File: src/rtl/adc_seq_pkg.sv
// Package: shared types and constants for the conversion sequencer.
// Assumes exactly three groups; group ID doubles as base priority (0 highest).
package adc_seq_pkg;
    localparam int NGRP = 3;
    localparam int GW   = 2;

    typedef enum logic [1:0] {
        GS_IDLE = 2'd0,
        GS_PEND = 2'd1,
        GS_RUN  = 2'd2,
        GS_SUSP = 2'd3
    } grp_state_e;
endpackage

File: src/rtl/adc_seq_group.sv
// Module: per-group state holder.
// Stores mask, mode, freeze bit and sequence position, and reports the next
// channel to convert. Assumes start, suspend and adv are never asserted in
// the same cycle; a configuration write overrides all three.
module adc_seq_group
    import adc_seq_pkg::*;
#(
    parameter int NCH  = 16,
    parameter int CH_W = 4
) (
    input  logic            clk,
    input  logic            rst_n,
    input  logic            wr,
    input  logic [NCH-1:0]  wr_mask,
    input  logic            wr_cont,
    input  logic            wr_frz,
    input  logic            start,
    input  logic            suspend,
    input  logic            adv,
    input  logic [CH_W-1:0] adv_ch,
    output grp_state_e      state,
    output logic            frz,
    output logic [CH_W-1:0] cur_ch,
    output logic            eos
);
    logic [NCH-1:0] mask;
    logic           cont;
    logic [CH_W:0]  pos;
    logic [NCH-1:0] rem;
    logic [NCH-1:0] rem_after;

    // Purpose: find channels at or above the position and above the channel just done.
    always_comb begin
        rem       = '0;
        rem_after = '0;
        cur_ch    = '0;
        for (int i = 0; i < NCH; i++) begin
            rem[i]       = mask[i] && (i >= int'(pos));
            rem_after[i] = mask[i] && (i > int'(adv_ch));
        end
        for (int i = NCH - 1; i >= 0; i--) begin
            if (rem[i]) cur_ch = CH_W'(i);
        end
    end

    // Purpose: configuration load, state transitions and position advance.
    always_ff @(posedge clk) begin
        if (!rst_n) begin
            mask  <= '0;
            cont  <= 1'b0;
            frz   <= 1'b0;
            pos   <= '0;
            state <= GS_IDLE;
            eos   <= 1'b0;
        end else begin
            eos <= 1'b0;
            if (wr) begin
                mask  <= wr_mask;
                cont  <= wr_cont;
                frz   <= wr_frz;
                pos   <= '0;
                state <= (|wr_mask) ? GS_PEND : GS_IDLE;
            end else begin
                if (start) begin
                    state <= GS_RUN;
                end else if (suspend) begin
                    state <= GS_SUSP;
                end
                if (adv && state == GS_RUN) begin
                    if (|rem_after) begin
                        pos <= {1'b0, adv_ch} + (CH_W+1)'(1);
                    end else begin
                        eos <= 1'b1;
                        pos <= '0;
                        if (!cont) state <= GS_IDLE;
                    end
                end
            end
        end
    end
endmodule

File: src/rtl/adc_seq_arb.sv
// Module: slot arbiter.
// Picks the group for the next conversion slot from the group states. Assumes
// at most one group is running. Keeps a recency matrix of parked groups so the
// latest parked group resumes first.
module adc_seq_arb
    import adc_seq_pkg::*;
(
    input  logic            clk,
    input  logic            rst_n,
    input  logic [NGRP-1:0] is_run,
    input  logic [NGRP-1:0] is_pend,
    input  logic [NGRP-1:0] is_susp,
    input  logic [NGRP-1:0] frz,
    input  logic [NGRP-1:0] susp_evt,
    output logic            win_vld,
    output logic [GW-1:0]   win_grp
);
    logic [NGRP-1:0] newer [NGRP];
    logic [GW-1:0]   run_g;
    logic [GW-1:0]   nf_g;
    logic [GW-1:0]   f_g;
    logic [GW-1:0]   susp_g;
    logic [NGRP-1:0] fresh_nf;
    logic [NGRP-1:0] fresh_f;
    logic            cand;

    // Purpose: locate the running group, the best fresh groups and the latest parked group.
    always_comb begin
        fresh_nf = is_pend & ~frz;
        fresh_f  = is_pend & frz;
        run_g    = '0;
        nf_g     = '0;
        f_g      = '0;
        susp_g   = '0;
        cand     = 1'b0;
        for (int i = NGRP - 1; i >= 0; i--) begin
            if (is_run[i])   run_g = GW'(i);
            if (fresh_nf[i]) nf_g  = GW'(i);
            if (fresh_f[i])  f_g   = GW'(i);
        end
        for (int i = 0; i < NGRP; i++) begin
            cand = is_susp[i];
            for (int j = 0; j < NGRP; j++) begin
                if (is_susp[j] && newer[j][i]) cand = 1'b0;
            end
            if (cand) susp_g = GW'(i);
        end
    end

    // Purpose: apply the slot priority order.
    always_comb begin
        win_vld = 1'b1;
        win_grp = '0;
        if ((|is_run) && !frz[run_g]) begin
            win_grp = run_g;
        end else if (|fresh_nf) begin
            win_grp = nf_g;
        end else if (|fresh_f) begin
            win_grp = f_g;
        end else if (|is_run) begin
            win_grp = run_g;
        end else if (|is_susp) begin
            win_grp = susp_g;
        end else begin
            win_vld = 1'b0;
        end
    end

    // Purpose: mark a newly parked group as newer than every other group.
    always_ff @(posedge clk) begin
        if (!rst_n) begin
            for (int i = 0; i < NGRP; i++) newer[i] <= '0;
        end else begin
            for (int i = 0; i < NGRP; i++) begin
                if (susp_evt[i]) begin
                    for (int j = 0; j < NGRP; j++) begin
                        if (j != i) begin
                            newer[i][j] <= 1'b1;
                            newer[j][i] <= 1'b0;
                        end
                    end
                end
            end
        end
    end
endmodule

File: src/rtl/adc_seq_ctrl.sv
// Module: converter handshake controller.
// Issues one conversion per slot, holds the channel/group of the conversion in
// flight, and reports tagged results. Assumes conv_done arrives only while busy;
// a stray strobe when idle is ignored.
module adc_seq_ctrl
    import adc_seq_pkg::*;
#(
    parameter int CH_W = 4
) (
    input  logic                 clk,
    input  logic                 rst_n,
    input  logic                 win_vld,
    input  logic [GW-1:0]        win_grp,
    input  logic [NGRP*CH_W-1:0] grp_ch,
    input  logic [NGRP-1:0]      is_run,
    input  logic                 conv_done,
    output logic                 conv_start,
    output logic [CH_W-1:0]      conv_ch,
    output logic [GW-1:0]        conv_grp,
    output logic [NGRP-1:0]      start_g,
    output logic [NGRP-1:0]      susp_g,
    output logic [NGRP-1:0]      adv_g,
    output logic [CH_W-1:0]      adv_ch,
    output logic                 res_valid,
    output logic [CH_W-1:0]      res_ch,
    output logic [GW-1:0]        res_grp
);
    logic            busy;
    logic            go;
    logic [NGRP-1:0] win_oh;
    logic [NGRP-1:0] cur_oh;

    // Purpose: derive slot grant, park and advance strobes for the groups.
    always_comb begin
        go     = !busy && win_vld;
        win_oh = '0;
        cur_oh = '0;
        for (int i = 0; i < NGRP; i++) begin
            win_oh[i] = (win_grp == GW'(i));
            cur_oh[i] = (conv_grp == GW'(i));
        end
        start_g = go ? win_oh : '0;
        susp_g  = go ? (is_run & ~win_oh) : '0;
        adv_g   = (busy && conv_done) ? cur_oh : '0;
        adv_ch  = conv_ch;
    end

    // Purpose: track the conversion in flight and emit start and result strobes.
    always_ff @(posedge clk) begin
        if (!rst_n) begin
            busy       <= 1'b0;
            conv_start <= 1'b0;
            conv_ch    <= '0;
            conv_grp   <= '0;
            res_valid  <= 1'b0;
            res_ch     <= '0;
            res_grp    <= '0;
        end else begin
            conv_start <= go;
            res_valid  <= 1'b0;
            if (go) begin
                busy     <= 1'b1;
                conv_grp <= win_grp;
                conv_ch  <= grp_ch[win_grp*CH_W +: CH_W];
            end else if (busy && conv_done) begin
                busy      <= 1'b0;
                res_valid <= 1'b1;
                res_ch    <= conv_ch;
                res_grp   <= conv_grp;
            end
        end
    end
endmodule

File: src/rtl/adc_group_seq.sv
// Module: top of the multi-group conversion sequencer.
// Decodes configuration writes, instantiates one state holder per group, the
// slot arbiter and the converter controller. Assumes a single shared converter
// that answers every start with exactly one done strobe.
module adc_group_seq
    import adc_seq_pkg::*;
#(
    parameter int NCH  = 16,
    localparam int CH_W = (NCH > 1) ? $clog2(NCH) : 1
) (
    input  logic            clk,
    input  logic            rst_n,
    input  logic            cfg_we,
    input  logic [1:0]      cfg_grp,
    input  logic [NCH-1:0]  cfg_mask,
    input  logic            cfg_cont,
    input  logic            cfg_frz,
    output logic            conv_start,
    output logic [CH_W-1:0] conv_ch,
    output logic [1:0]      conv_grp,
    input  logic            conv_done,
    output logic            res_valid,
    output logic [CH_W-1:0] res_ch,
    output logic [1:0]      res_grp,
    output logic [2:0]      seq_end
);
    logic [NGRP-1:0]      wr_g;
    logic [NGRP-1:0]      is_run;
    logic [NGRP-1:0]      is_pend;
    logic [NGRP-1:0]      is_susp;
    logic [NGRP-1:0]      frz_g;
    logic [NGRP-1:0]      start_g;
    logic [NGRP-1:0]      susp_g;
    logic [NGRP-1:0]      adv_g;
    logic [NGRP*CH_W-1:0] grp_ch;
    logic [CH_W-1:0]      adv_ch;
    logic                 win_vld;
    logic [GW-1:0]        win_grp;
    grp_state_e           gstate [NGRP];

    generate
        for (genvar g = 0; g < NGRP; g++) begin : g_grp
            // Purpose: decode the write for this group and classify its state.
            always_comb begin
                wr_g[g]    = cfg_we && (cfg_grp == GW'(g));
                is_run[g]  = (gstate[g] == GS_RUN);
                is_pend[g] = (gstate[g] == GS_PEND);
                is_susp[g] = (gstate[g] == GS_SUSP);
            end

            adc_seq_group #(.NCH(NCH), .CH_W(CH_W)) u_grp (
                .clk     (clk),
                .rst_n   (rst_n),
                .wr      (wr_g[g]),
                .wr_mask (cfg_mask),
                .wr_cont (cfg_cont),
                .wr_frz  (cfg_frz),
                .start   (start_g[g]),
                .suspend (susp_g[g]),
                .adv     (adv_g[g]),
                .adv_ch  (adv_ch),
                .state   (gstate[g]),
                .frz     (frz_g[g]),
                .cur_ch  (grp_ch[g*CH_W +: CH_W]),
                .eos     (seq_end[g])
            );
        end
    endgenerate

    adc_seq_arb u_arb (
        .clk      (clk),
        .rst_n    (rst_n),
        .is_run   (is_run),
        .is_pend  (is_pend),
        .is_susp  (is_susp),
        .frz      (frz_g),
        .susp_evt (susp_g),
        .win_vld  (win_vld),
        .win_grp  (win_grp)
    );

    adc_seq_ctrl #(.CH_W(CH_W)) u_ctrl (
        .clk        (clk),
        .rst_n      (rst_n),
        .win_vld    (win_vld),
        .win_grp    (win_grp),
        .grp_ch     (grp_ch),
        .is_run     (is_run),
        .conv_done  (conv_done),
        .conv_start (conv_start),
        .conv_ch    (conv_ch),
        .conv_grp   (conv_grp),
        .start_g    (start_g),
        .susp_g     (susp_g),
        .adv_g      (adv_g),
        .adv_ch     (adv_ch),
        .res_valid  (res_valid),
        .res_ch     (res_ch),
        .res_grp    (res_grp)
    );
endmodule

File: config.mk
export PLATFORM = sky130hd
export DESIGN_NAME = adc_group_seq
export DESIGN_NICKNAME = d
export VERILOG_FILES = /design/src/rtl/adc_seq_pkg.sv /design/src/rtl/adc_seq_group.sv /design/src/rtl/adc_seq_arb.sv /design/src/rtl/adc_seq_ctrl.sv /design/src/rtl/adc_group_seq.sv
export SDC_FILE = /design/constraint.sdc
export NUM_CORES = 1
export LEC_CHECK = 0
export ABC_CLOCK_PERIOD_IN_PS = 2700
export BUFFER_PORTS_ARGS = -buffer_cell sky130_fd_sc_hd__buf_2
export CAP_MARGIN = 30
export CORE_ASPECT_RATIO = 0.9
export CORE_MARGIN = 4
export CORE_UTILIZATION = 25
export CTS_CLUSTER_DIAMETER = 200
export DETAILED_ROUTE_END_ITERATION = 8
export GPL_TIMING_DRIVEN = 0
export PLACE_DENSITY = 0.37
export SLEW_MARGIN = 20
export SYNTH_ARGS = -nofsm -noshare
export SYNTH_HDL_FRONTEND = slang
export SYNTH_SLANG_ARGS = --single-unit
File: constraint.sdc
create_clock -name clk -period 2.7 [get_ports clk]
set_clock_uncertainty 0.2 [all_clocks]
set_input_delay 0.405 -clock clk [delete_from_list [all_inputs] [get_ports clk]]
set_output_delay 0.405 -clock clk [all_outputs]
set_load 0.02 [all_outputs]
==> impl_metrics.json <==
{
  "tritoncts": "done",
  "slew_headroom_pct": 40.17,
  "p_clk_share_pct": 29.2,
  "slew_viol_final": 0,
  "clockBufferDepth": 2,
  "core_area_mm2": 0.02170,
  "layout.nets": 851,
  "placedInstanceArea_mm2": 0.006092,
  "hold-worst-slack_ps": 127.0,
  "yosysTopAreaCell": "dfxtp_1",
  "initial_core_util_pct": 25.43,
  "timing.final.crit_share_pct": 95.89,
  "power_density_mw_per_mm2": 735.1,
  "insertion_delay_ps": 370,
  "cp_slowest_cell": "dfxtp_2",
  "diodes": 0,
  "pwr-share-seq_pct": 35.0,
  "path_buf_inv": 0,
  "fp.dieArea_mm2": 0.02451,
  "synth_top_area_share_pct": 35.20,
  "grt_max_degree": 20,
  "ant_nets": 0,
  "dpl.hpwl_mm": 18.82,
  "clkTransAtPathRegs_ps": 80,
  "async_flop_share_pct": 0,
  "vias": 6067,
  "die_w_um": 164.6,
  "fin_tns_setup_ps": 0,
  "drive_gt1_share_pct": 14.60,
  "boundaryPins": 41,
  "synthCells": 765,
  "track_usage_pct": 20.09,
  "antenna_found_initial": 0,
  "p_int_mw": 2.897,
  "ys_types": 73,
  "cp-start-kind": "flop",
  "nFillCells": 2391,
  "drv_cap": 0,
  "post-route-min-period_ps": 2589,
  "critPathMaxStageDelay_ps": 440,
  "grt_overflow": 0,
  "leakagePower_nw": 2.321,
  "via_per_inst": 5.417,
  "drcViolationCount": 0,
  "multi_input_area_mm2": 0.003395,
  "grt_pass1_vias": 5858,
  "power.switching_mw": 1.960,
  "grt_first_pass_wirelength_mm": 36.88,
  "dr.pass1.iters": 5,
  "tightest_slew_ps": 897.5,
  "area_growth_pct": 19.78,
  "cts_root_buffer": "clkbuf_16",
  "seq_area_mm2": 0.001947,
  "cts_buffers": 9,
  "total_power_mw": 4.857,
  "peakVddDrop_v": 0.0003246,
  "h-tree-depth": 3,
  "die_h_um": 148.9,
  "setup_viol": 0,
  "fmax_mhz": 386.3,
  "setup.worst_path.end_class": "flop",
  "clkSinkCount": 97,
  "sw_frac_of_total_pct": 40.36,
  "crit_family": "compound AO/OA/AOI/OAI gates",
  "drt_iter0_drc": 406,
  "cts_hold_buf": 0,
  "synth_most_common_cell": "nand2_1",
  "ys_seq_area_share_pct": 35.20,
  "rows": 51,
  "final_util_pct": 30.46,
  "hp-class": "input pin to flop",
  "port_buffers": 40,
  "report.final.hold_viol_count": 0,
  "arrival_ps": 2670,
  "synth.area.top_cells": "dfxtp_1 35%, nand2_1 11%, a21oi_1 10%",
  "synth_edf_count": 0,
  "fin_area_mm2": 0.006608,
  "worstPathCellList": "or3b_1 -> o311a_1 -> o221a_2 -> a2bb2oi_4 -> nor2_4 -> nand4_1 -> a221oi_2",
  "ys_top_cells_by_count": "164 x nand2_1, 114 x a21oi_1, 97 x dfxtp_1",
  "cp.required_ps": 2780,
  "syn-cell-area_mm2": 0.005517,
  "syn-num-nets": 792,
  "yosys_warnings": 0,
  "wirelength_mm": 24.75,
  "wl_per_cell_um": 22.10,
  "synth_seq_cells": 97,
  "synth_ff_type": "dfxtp_1",
  "syn_area_per_cell_um2": 7.211,
  "combinationalPowerShare_pct": 35.8,
  "status": "completed",
  "cp_max_fo": 10,
  "worstSetupPathType": "flop to flop",
  "place_congestion": 0.9107
}
==> layout by cell type (no fill, tap or decap), types with 5 or more instances in the layout <==
cell / count
a211oi_1: 8
o22ai_1: 10
nand2_1: 164
buf_4: 15
nor2_1: 57
o21ai_0: 31
inv_1: 19
clkbuf_1: 30
a31oi_1: 5
mux2i_1: 5
nor3_1: 16
o21a_1: 5
a221oi_1: 5
a22oi_1: 6
o211ai_1: 6
nor4_1: 6
nand4_1: 7
buf_2: 44
nor2b_1: 14
and2_1: 5
dfxtp_1: 93
a21boi_0: 8
nand2b_1: 8
o2bb2ai_1: 5
nand3_1: 11
a21oi_1: 114
clkbuf_16: 9
and3_1: 5
==> worst register-to-register path, stage by stage, from the launching register on <==
cell       delay [ps]
dfxtp_2           440
or3b_1            410
o311a_1           180
o221a_2           320
a2bb2oi_4         210
nor2_4            210
nand4_1           240
a221oi_2          290
==> metrics by stage <==
step	std cells	setup WS, ps
after floorplan	765	180.9
after global placement	1096	-810.4
after detailed placement	1096	-833.9
after CTS	1114	1.647
after global routing	1120	-1.590
final	1120	111.0
==> logic make-up after synthesis <==
logic type	Yosys count	synth area share, %
buffers and inverters	72	5.284
adder cells (fa/ha/maj)	5	1.043
multiplexers	5	0.9073
flip-flops	97	35.20
XOR/XNOR	2	0.3176
AND/OR/NAND/NOR	323	26.58
AO/OA/AOI/OAI	261	30.67
==> power by group through the flow <==
stage	clock network, mW	logic, mW	registers, mW
floorplan	0	0.978	1.70
global placement	0	1.59	1.70
detailed placement	0	1.59	1.71
CTS	1.44	1.65	1.67
global route	1.50	1.88	1.71
finish	1.42	1.74	1.70
==> worst paths after layout <==
check / depth (start not counted) / end / startpoint / slack (ps)
max: 7 / u_ctrl.adv_ch[2] / g_grp[1].u_grp.state[1] / 110
min: 3 / g_grp[1].u_grp.frz / cfg_frz / 130
max reg2reg: 7 / u_ctrl.adv_ch[2] / g_grp[1].u_grp.state[1] / 110
min reg2reg: 2 / u_ctrl.res_ch[1] / u_ctrl.res_ch[1] / 260
==> metal layers <==
layer / track usage [%] / vias to the layer above / share of wire (%)
met4: 4.699 / 0 / 1.6
met3: 3.150 / 27 / 5.4
li1: - / 2869 / -
met5: 0 / - / 0
met2: 31.19 / 201 / 44
met1: 29.24 / 2970 / 49
==> layout make-up <==
class	count	share of cell area (%)
Multi-Input combinational cell	596	51.37
Sequential cell	97	29.46
Inverter	23	1.382
Buffer	47	3.257
Tap cell	291	5.510
Timing Repair Buffer	50	4.166
Clock inverter	7	1.439
Clock buffer	9	3.408
==> state kept, by name, indices dropped and copies added, names as in the netlist <==
signal and cells:
g_grp.u_grp.mask 48, g_grp.u_grp.pos 15, u_ctrl.res_valid 1, u_ctrl.adv_ch 4, u_ctrl.conv_start 1, g_grp.u_grp.state 6
u_ctrl.busy 1, u_ctrl.res_ch 4, g_grp.u_grp.cont 3, u_arb.newer 4, g_grp.u_grp.frz 3, u_ctrl.conv_grp 2
g_grp.u_grp.eos 3, u_ctrl.res_grp 2
==> what timing repair did <==
action | CTS | global route
resized for setup | 22 | 22
pin swaps | 1 | 5
buffers inserted | 2 | 8
endpoints found under the setup margin | 25 | 27
Power figures use the tool's default switching activity.
